**src/rtl/tws_pkg.sv**
```systemverilog
package tws_pkg;

    localparam int DATA_W    = 8;
    localparam int ADDR_W    = DATA_W - 1;
    localparam int PAGE_W    = 2;
    localparam int SYNC_DEPTH = 2;

    typedef enum logic [2:0] {
        ST_IDLE,
        ST_ADDR,
        ST_AACK,
        ST_WDAT,
        ST_WACK,
        ST_RDAT,
        ST_RACK,
        ST_WAIT
    } tws_state_e;

    typedef struct packed {
        logic scl_rise;
        logic scl_fall;
        logic start;
        logic stop;
        logic sda;
    } bus_ev_t;

endpackage

```
**src/rtl/tws_bus_sync.sv**
```systemverilog
module tws_bus_sync
    import tws_pkg::*;
#(
    parameter int STAGES = SYNC_DEPTH
) (
    input  logic    clk,
    input  logic    rst,
    input  logic    scl_i,
    input  logic    sda_i,
    output bus_ev_t ev
);

    logic [STAGES-1:0] scl_p;
    logic [STAGES-1:0] sda_p;
    logic              scl_q;
    logic              sda_q;
    logic              scl_s;
    logic              sda_s;

    assign scl_s = scl_p[STAGES-1];
    assign sda_s = sda_p[STAGES-1];

    always_ff @(posedge clk) begin
        if (rst) begin
            scl_p <= '1;
            sda_p <= '1;
            scl_q <= 1'b1;
            sda_q <= 1'b1;
        end else begin
            scl_p <= {scl_p[STAGES-2:0], scl_i};
            sda_p <= {sda_p[STAGES-2:0], sda_i};
            scl_q <= scl_s;
            sda_q <= sda_s;
        end
    end

    always_comb begin
        ev.scl_rise = scl_s & ~scl_q;
        ev.scl_fall = ~scl_s & scl_q;
        ev.start    = scl_s & scl_q & sda_q & ~sda_s;
        ev.stop     = scl_s & scl_q & ~sda_q & sda_s;
        ev.sda      = sda_s;
    end

endmodule

```
**src/rtl/tws_addr_ctr.sv**
```systemverilog
module tws_addr_ctr #(
    parameter int AW = 7,
    parameter int PW = 2
) (
    input  logic          clk,
    input  logic          rst,
    input  logic          load,
    input  logic [AW-1:0] load_val,
    input  logic          inc,
    input  logic          page_mode,
    output logic [AW-1:0] addr
);

    logic [AW-1:0] nxt_full;
    logic [AW-1:0] nxt_page;

    assign nxt_full = addr + AW'(1);

    generate
        if (PW > 0 && PW < AW) begin : g_page
            assign nxt_page = {addr[AW-1:PW], addr[PW-1:0] + PW'(1)};
        end else begin : g_flat
            assign nxt_page = nxt_full;
        end
    endgenerate

    always_ff @(posedge clk) begin
        if (rst) begin
            addr <= '0;
        end else if (load) begin
            addr <= load_val;
        end else if (inc) begin
            addr <= page_mode ? nxt_page : nxt_full;
        end
    end

endmodule

```
**src/rtl/tws_slave.sv**
```systemverilog
module tws_slave
    import tws_pkg::*;
#(
    parameter int DW      = tws_pkg::DATA_W,
    parameter int PAGE_BW = tws_pkg::PAGE_W,
    parameter int SYNC_N  = tws_pkg::SYNC_DEPTH
) (
    input  logic          clk,
    input  logic          rst,
    input  logic          scl_i,
    input  logic          sda_i,
    output logic          sda_pull_o,
    output logic [DW-2:0] rd_addr_o,
    input  logic [DW-1:0] rd_data_i,
    input  logic          wr_busy_i,
    output logic          wr_req_o,
    output logic [DW-2:0] wr_addr_o,
    output logic [DW-1:0] wr_data_o,
    output logic          wr_commit_o
);

    localparam int AW = DW - 1;
    localparam int CW = $clog2(DW + 1);

    bus_ev_t       ev;
    tws_state_e    st;
    logic [CW-1:0] cnt;
    logic [DW-1:0] sh;
    logic [DW-1:0] ob;
    logic          rw;
    logic          ack_m;
    logic          wrote;
    logic          quiet;
    logic          byte_end;
    logic          a_load;
    logic          a_inc;
    logic          a_page;
    logic [AW-1:0] addr;

    tws_bus_sync #(.STAGES(SYNC_N)) i_sync (
        .clk   (clk),
        .rst   (rst),
        .scl_i (scl_i),
        .sda_i (sda_i),
        .ev    (ev)
    );

    assign quiet    = ~ev.start & ~ev.stop;
    assign byte_end = ev.scl_fall & (cnt == CW'(DW));

    always_comb begin
        a_load = quiet & (st == ST_ADDR) & byte_end & ~wr_busy_i;
        a_page = (st == ST_WACK);
        a_inc  = quiet & (((st == ST_WACK) & ev.scl_fall) |
                          ((st == ST_RACK) & ev.scl_rise & ~ev.sda));
    end

    tws_addr_ctr #(.AW(AW), .PW(PAGE_BW)) i_addr (
        .clk       (clk),
        .rst       (rst),
        .load      (a_load),
        .load_val  (sh[DW-1:1]),
        .inc       (a_inc),
        .page_mode (a_page),
        .addr      (addr)
    );

    always_ff @(posedge clk) begin
        if (rst) begin
            st          <= ST_IDLE;
            cnt         <= '0;
            sh          <= '0;
            ob          <= '0;
            rw          <= 1'b0;
            ack_m       <= 1'b0;
            wrote       <= 1'b0;
            sda_pull_o  <= 1'b0;
            wr_req_o    <= 1'b0;
            wr_commit_o <= 1'b0;
        end else begin
            wr_req_o    <= 1'b0;
            wr_commit_o <= 1'b0;
            if (ev.stop) begin
                st          <= ST_IDLE;
                sda_pull_o  <= 1'b0;
                wr_commit_o <= wrote;
                wrote       <= 1'b0;
            end else if (ev.start) begin
                st         <= ST_ADDR;
                cnt        <= '0;
                sda_pull_o <= 1'b0;
                wrote      <= 1'b0;
            end else begin
                unique case (st)
                    ST_ADDR, ST_WDAT: begin
                        if (ev.scl_rise) begin
                            sh  <= {sh[DW-2:0], ev.sda};
                            cnt <= cnt + CW'(1);
                        end else if (byte_end) begin
                            if (st == ST_ADDR) begin
                                if (wr_busy_i) begin
                                    st <= ST_WAIT;
                                end else begin
                                    sda_pull_o <= 1'b1;
                                    rw         <= sh[0];
                                    st         <= ST_AACK;
                                end
                            end else begin
                                sda_pull_o <= 1'b1;
                                wr_req_o   <= 1'b1;
                                wrote      <= 1'b1;
                                st         <= ST_WACK;
                            end
                        end
                    end
                    ST_AACK: begin
                        if (ev.scl_fall) begin
                            cnt <= '0;
                            if (rw) begin
                                ob         <= rd_data_i;
                                sda_pull_o <= ~rd_data_i[DW-1];
                                st         <= ST_RDAT;
                            end else begin
                                sda_pull_o <= 1'b0;
                                st         <= ST_WDAT;
                            end
                        end
                    end
                    ST_WACK: begin
                        if (ev.scl_fall) begin
                            sda_pull_o <= 1'b0;
                            cnt        <= '0;
                            st         <= ST_WDAT;
                        end
                    end
                    ST_RDAT: begin
                        if (ev.scl_rise) begin
                            cnt <= cnt + CW'(1);
                        end else if (ev.scl_fall) begin
                            if (cnt == CW'(DW)) begin
                                sda_pull_o <= 1'b0;
                                st         <= ST_RACK;
                            end else begin
                                ob         <= {ob[DW-2:0], 1'b0};
                                sda_pull_o <= ~ob[DW-2];
                            end
                        end
                    end
                    ST_RACK: begin
                        if (ev.scl_rise) begin
                            ack_m <= ~ev.sda;
                        end else if (ev.scl_fall) begin
                            if (ack_m) begin
                                ob         <= rd_data_i;
                                sda_pull_o <= ~rd_data_i[DW-1];
                                cnt        <= '0;
                                st         <= ST_RDAT;
                            end else begin
                                st <= ST_WAIT;
                            end
                        end
                    end
                    default: begin
                        sda_pull_o <= 1'b0;
                    end
                endcase
            end
        end
    end

    assign rd_addr_o = addr;
    assign wr_addr_o = addr;
    assign wr_data_o = sh;

endmodule

```
**config.mk**
```make
export PLATFORM = sky130hd
export DESIGN_NAME = tws_slave
export DESIGN_NICKNAME = d
export VERILOG_FILES = /design/src/rtl/tws_pkg.sv /design/src/rtl/tws_bus_sync.sv /design/src/rtl/tws_addr_ctr.sv /design/src/rtl/tws_slave.sv
export SDC_FILE = /design/constraint.sdc
export NUM_CORES = 1
export LEC_CHECK = 0
export ABC_AREA = 1
export BUFFER_PORTS_ARGS = -buffer_cell sky130_fd_sc_hd__buf_2
export CORE_MARGIN = 2
export CORE_UTILIZATION = 34
export DETAILED_ROUTE_END_ITERATION = 10
export PLACE_DENSITY = 0.48
export SLEW_MARGIN = 15
export SYNTH_ARGS = -nofsm -noshare
export SYNTH_HDL_FRONTEND = slang
export SYNTH_SLANG_ARGS = --single-unit
```
**constraint.sdc**
```tcl
create_clock -name clk -period 2.1 [get_ports clk]
set_input_delay 0.21 -clock clk [delete_from_list [all_inputs] [get_ports clk]]
set_output_delay 0.21 -clock clk [all_outputs]
set_load 0.005 [all_outputs]
```
==> results of run 1 <==
flip-flops by register name, indices dropped and copies added (netlist names), 2 cells and up:
| name | count |
|---|---|
| i_addr.addr | 7 |
| i_sync.scl_p | 2 |
| i_sync.sda_p | 2 |
| ob | 7 |
| wr_data_o | 8 |
| st | 3 |
| cnt | 4 |
cell usage in the layout, fill, tap and decap left out, types with 6 or more instances in the layout:
| cell | n |
|---|---|
| inv_1 | 35 |
| nand2_4 | 7 |
| nand3_1 | 19 |
| nand4_1 | 7 |
| nor2_1 | 56 |
| buf_2 | 37 |
| nand2_1 | 75 |
| a21oi_1 | 18 |
| inv_2 | 6 |
| dfxtp_1 | 41 |
| nand2_2 | 11 |
| o21ai_0 | 21 |
power breakdown:
| group | leakage (nW) | switching, mW | internal [mW] | total, mW |
|---|---|---|---|---|
| sequential | 0.333 | 0.112 | 0.856 | 0.968 |
| combinational | 0.942 | 0.692 | 0.370 | 1.06 |
| clock | 0.0687 | 0.301 | 0.479 | 0.780 |
logic make-up (layout without fill, tap and decap cells):
logic type	count (synthesis)	count (layout)	share of synthesized area [%]
fa+ha+maj	3	3	1.54
compound gates	49	49	10.9
buf+inv	60	90	12.1
simple gates	196	196	40.3
xor+xnor	4	4	1.44
flops	41	41	33.8
critical path, stage by stage, from the launching register on:
cell,delay [ns]
dfxtp_1,0.61
nand3_4,0.27
nor2_4,0.18
inv_2,0.07
nand2_4,0.06
nand2_4,0.06
nor2_8,0.15
nand2_4,0.10
nand2_1,0.07
a21oi_1,0.05
area by class of cell:
| class | count | area share (%) |
|---|---|---|
| Multi-Input combinational cell | 252 | 47.6 |
| Sequential cell | 41 | 29.7 |
| Clock buffer | 5 | 2.49 |
| Clock inverter | 3 | 2.49 |
| Inverter | 44 | 6.34 |
| Tap cell | 96 | 4.35 |
| Timing Repair Buffer | 38 | 6.98 |
metrics by stage:
step | utilization, % | hold WS (ns) | total power [mW]
after floorplan | - | 0.314 | 1.88
after global placement | 38.2 | 0.393 | 2.06
after detailed placement | 38.2 | 0.395 | 2.04
after CTS | 40.2 | 0.0701 | 2.84
after global routing | 40.2 | 0.0817 | 3.04
final | 40.2 | 0.0825 | 2.81
cell usage after synthesis (all sizes together):
cell type | instances | area [um^2]
nor3 | 3 | 31.3
a21o | 1 | 7.51
o21ai | 24 | 124
buf | 13 | 108
xnor2 | 2 | 17.5
nor2 | 66 | 307
xor2 | 2 | 17.5
o21bai | 1 | 7.51
o22ai | 3 | 18.8
ha | 3 | 37.5
a21oi | 19 | 98.9
nand3 | 23 | 143
clkbuf | 3 | 11.3
nand2 | 93 | 429
dfxtp | 41 | 821
nand4 | 7 | 43.8
or2 | 4 | 25.0
o21a | 1 | 7.51
inv | 44 | 175
routing by layer:
layer / global-route usage (%) / up-vias / part of all wire (%)
met1: 20.8 / 911 / 51
met2: 21.3 / 32 / 45
met4: 4.96 / 0 / 1.1
met3: 2.89 / 5 / 2.9
li1: - / 1159 / -
met5: 0 / - / 0
worst paths after layout:
check	startpoint	to	slack, ns
min reg2reg	i_sync.sda_p[0]	i_sync.sda_p[1]	0.41
max	st[0]	ob[1]	0.34
min	scl_i	i_sync.scl_p[0]	0.08
max reg2reg	st[0]	ob[1]	0.34
==> metrics, run 1 <==
share of cells above drive strength 1 24.8%; clk_lat worst skew 0.30 ns; #FFs+latches synth 41; CP arrival 1.93 ns; dpl cells 471; Final min period 1.76 ns; largest net degree at the start of global routing 20; register area share after synthesis 33.8%; Worst EP required 2.28 ns; total negative setup slack 0 ns; Max Root-Sink Buffers 2; FP Rows 30; crit start category flip-flop; Via-to-Cell Ratio 4.40; clock transition at the registers of the reported paths 0.08 ns; gr usage total 14.4%; Max IR drop VDD 0.363 mV; pre-CTS setup slack 0.361 ns; Final Cell Area 2760 um^2; Final HPWL DP 4040 um; outcome finished clean; R2R cell count 9; per-cell routed wire length 11.3 um; final worst slack 0.343 ns; setup bufs post-CTS 0; area of the multi-input gates 1320 um^2; Unique masters post-synth 36; Hold Path Class in2reg; Critical Setup Path Class reg2reg; CTS tree done; Final Hold Fails 0; leakage 1.34 nW; Setup violations, final 0; Die Span Y 88.5 um; ANT cells 0; Routed Antenna Nets 0; CTS Buf Count 5; warnings from Yosys 0; final setup skew 0.00550 ns; layout net count 398; initial drt markers 131; initial antenna violation count 0; final worst path period share 83.7%; first-pass GRT wire length 8720 um; initial core utilization 35.4%; via count 2,107; die footprint 7840 um^2; Area Growth Syn to Fin 13.6%; max-slew violation count 0; # clock sinks 41; die width 88.5 um; cells after synthesis 353; Placer Congestion 0.840; Slew HR 66.7%; Pre-Repair DR Iteration Count 4; fmax 0.569 GHz; PortBufs 37; max capacitance violation total 0; Final Non-Filler Cells 479; RSZ-0062 raised after global routing false; Core Region 6870 um^2; post-CTS sizing 0; crit path capture type flip-flop; GRT overflow 0; Avg Cell Area, Syn 6.88 um^2; Root Buffer clkbuf_8; P per Cell Area 1020 nW/um^2; Max FO, Critical Path 16; DR DRC count 0; Slew @ Worst Pin 0.499 ns; total wire length 5420 um; I/O Pins 38; synthesized cell area 2430 um^2; Sequential Area 821 um^2; Post-DP Area 2620 um^2; vias in the first global route 1,811; # hold bufs at CTS 0; synthesized net count 369; Clock H-tree levels 2; FILL cells 727; Hold Path Stages 2
Power figures use the tool's default switching activity.
==> run 2, diff against run 1 <==
Settings changed: ABC_AREA 1 to 0, PLACE_DENSITY 0.48 to 0.49.
Clock period 2.1 ns to 1.74 ns, I/O delays scaled along.
==> run 2 against run 1 <==
  * The flow now finishes with violations (design-rule violations, negative setup slack)
  * Total power is 36% lower
  * Sequential share of layout area down 1.4 points
  * Hold slack got worse by 0.029 ns
  * Die area fell by 6.1%
  * Global-route usage is 2.2 points higher
  * Register-to-register slack worse by 0.35 ns
  * First-iteration DRC count increased by 14%
  * Area after synthesis decreased by 6.4%
  * Wire length rose by 10%
  * Worst setup slack got worse by 0.35 ns
  * Final cell count decreased by 14%
  * Largest cell class unchanged
  * Largest power group is now registers
==> metrics, run 2 <==
outcome finished with violations; failing checks design-rule violations, negative setup slack; crit start category flip-flop; ys flop type dfxtp_1; Final Cell Area 2920 um^2 (+5.6%); register area share after synthesis 36.1% (+2.3 points); Clock H-tree levels 2 (unchanged); RSZ-0062 raised after global routing true; Max Root-Sink Buffers 2 (unchanged); I/O Pins 38 (unchanged); ANT cells 0 (unchanged); mux cell area share after synthesis 4.40% (+4.4 points); ys async rst share 0% (unchanged); Root Buffer clkbuf_8; leakage 1.29 nW (-4.3%); FP Rows 29 (-3.3%); largest family of logic cells by synthesized area simple AND/OR/NAND/NOR gates; post-synthesis xor/xnor area fraction 2.70% (+1.3 points); Cell Chain, Critical Path inv_2 -> ha_4 -> and3b_2 -> buf_4 -> buf_4 -> or3_1 -> nand4_1 -> nor3b_2; CP arrival 1.98 ns (+0.05 ns); Final Hold Fails 0 (unchanged); warnings from Yosys 0 (unchanged); Power, Total 1.80 mW (-36%); via count 2,198 (+4.3%); Unique masters post-synth 60 (+67%); #FFs+latches synth 41 (unchanged); Critical Setup Path Class reg2reg; Area Growth Syn to Fin 28.3%; Slowest cell on crit path dfxtp_1; die width 85.8 um (-3.1%); Post-DP Area 2700 um^2 (+2.9%); P per Cell Area 619 nW/um^2 (-39%); CP peak stage delay 0.35 ns (-0.26 ns); most common cell after layout, fill and taps aside buf_4; most frequent cells in the layout 44 x buf_4, 37 x buf_2, 36 x dfxtp_1; synthesized cell area 2270 um^2 (-6.4%); final setup skew 0.00427 ns (-0.00123 ns); Avg Cell Area, Syn 8.48 um^2 (+23%); initial antenna violation count 0 (unchanged); clk_lat worst skew 0.30 ns (about the same); Synth Area in Compound Gates 22.3% (+11 points); vias in the first global route 1,917 (+5.9%); CP top delay family simple AND/OR/NAND/NOR gates; layout net count 350 (-12%); dpl cells 396 (-16%); crit path capture type flip-flop; area of the multi-input gates 1330 um^2 (+0.86%); Post-synth top cells 41 x dfxtp_1, 27 x nand2_1, 23 x a21oi_1; per-cell routed wire length 14.5 um (+28%); WP buf/inv 3 (+2); Via-to-Cell Ratio 5.33 (+21%); Die Span Y 85.8 um (-3.1%); # hold bufs at CTS 0 (unchanged); Pre-Repair DR Iteration Count 7 (+3); DR DRC count 3 (+3); Max IR drop VDD 0.283 mV (-22%); Synth area leader dfxtp_1; Final min period 1.75 ns (-0.0101 ns); max capacitance violation total 0 (unchanged); clock transition at the registers of the reported paths 0.08 ns (about the same); synthesized net count 284 (-23%); Final Non-Filler Cells 412 (-14%); Slew HR 74.1% (+7.4 points); PortBufs 37 (unchanged); Final HPWL DP 4150 um (+2.9%); Routed Antenna Nets 0 (unchanged); ranking of synthesized cells by area dfxtp_1 36%, a21oi_1 5.1%, nand2_1 4.5%, mux2i_1 4.4%, nor2_1 3.5%; # clock sinks 41 (unchanged); Adder-Cell Fraction of Synth Area 1.65% (+0.11 points); area share of the largest cell type after synthesis 36.1% (+2.3 points); Setup violations, final 1 (+1); reg2reg setup slack -0.007 ns (-0.35 ns); total wire length 5960 um (+10%); number of flops mapped to enable cells by yosys 0 (unchanged); Max FO, Critical Path 6 (-10); Slew @ Worst Pin 0.388 ns (-0.111 ns); max FFs per register 8 (unchanged); Placer Congestion 0.815 (-2.9%); gr usage total 16.6% (+2.2 points); Sequential Area 827 um^2 (+0.76%); Worst EP required 1.97 ns (-0.31 ns); Most common cell on crit path buf_4; largest net degree at the start of global routing 35 (+75%); Hold Path Class in2reg; initial drt markers 149 (+14%); initial core utilization 35.4% (about the same); CTS tree done; CTS Buf Count 5 (unchanged); GRT overflow 0 (unchanged); simple logic cell fraction of the synthesized area 24.9% (-15 points); fmax 0.572 GHz (+0.58%); first-pass GRT wire length 9660 um (+11%); final worst path period share 100% (+17 points); Core Region 6420 um^2 (-6.5%); final worst slack -0.00732 ns (-0.350 ns); die footprint 7360 um^2 (-6.1%); top-count cell post-synth dfxtp_1; max-slew violation count 0 (unchanged); cells after synthesis 268 (-24%); share of cells above drive strength 1 37.0% (+12 points); FILL cells 636 (-13%)
==> run 2: cell families (layout without fill, tap and decap cells) <==
kind of cell             after synthesis  count (layout)
XOR/XNOR                               7               7
AND/OR/NAND/NOR                      105             105
AO/OA/AOI/OAI                         72              73
buffers and inverters                 30              96
adder cells (fa/ha/maj)                3               3
flip-flops                            41              41
multiplexers                          10              10
==> run 2: layout make-up <==
cell class,count,share of cell area [%]
clock buffers,7,3.30
clock inverters,1,0.172
inverters,5,0.644
multi-input cells,198,45.5
flip-flops and latches,41,28.4
well taps,77,3.30
repair buffers,83,18.7
==> run 2: worst reg2reg max path, cell delays in order (launching register included) <==
cell and delay [ns]:
dfxtp_1 0.35, inv_2 0.05, ha_4 0.15, and3b_2 0.26
buf_4 0.15, buf_4 0.13, or3_1 0.34, nand4_1 0.09
nor3b_2 0.15
==> run 2: per-layer routing <==
layer / track usage [%] / vias up / wire, um
met3: 3.56 / 8 / 346
met5: 0 / - / 0
met1: 23.7 / 1022 / 2980
met4: 6.06 / 0 / 91
li1: - / 1103 / -
met2: 24.6 / 65 / 2540
==> run 2: stage by stage <==
| step | worst slack (ns) | utilization [%] | setup TNS (ns) | hold WS, ns |
|---|---|---|---|---|
| 2_1_floorplan | 0.0751 | - | 0 | 0.278 |
| 3_3_place_gp | -0.0129 | 42.0 | -0.0129 | 0.358 |
| 3_5_place_dp | -0.0495 | 42.0 | -0.114 | 0.358 |
| 4_1_cts | -0.000414 | 43.6 | -0.000414 | 0.0437 |
| 5_1_grt | -0.0849 | 45.4 | -0.260 | 0.0430 |
| 6_report | -0.00732 | 45.4 | -0.00732 | 0.0534 |
==> run 2: timing repair <==
item | 4_1_cts | 5_1_grt
gates cloned | 0 | 1
endpoints found under the setup margin | 11 | 21
setup buffers | 0 | 7
resized for setup | 2 | 15
pin swaps | 1 | 7
==> run 2: path summary, 6_finish.rpt <==
| path | cells past startpoint | end | from |
|---|---|---|---|
| max | 8 | sda_pull_o | cnt[1] |
| min | 2 | i_sync.scl_p[0] | scl_i |
| max reg2reg | 8 | sda_pull_o | cnt[1] |
| min reg2reg | 1 | i_sync.sda_p[1] | i_sync.sda_p[0] |
==> run 2: report_power, final <==
| part | internal (mW) | leakage, nW | switching (mW) |
|---|---|---|---|
| clock network | 0.359 | 0.0542 | 0.341 |
| logic | 0.0701 | 0.898 | 0.0781 |
| registers | 0.947 | 0.333 | 0.0103 |
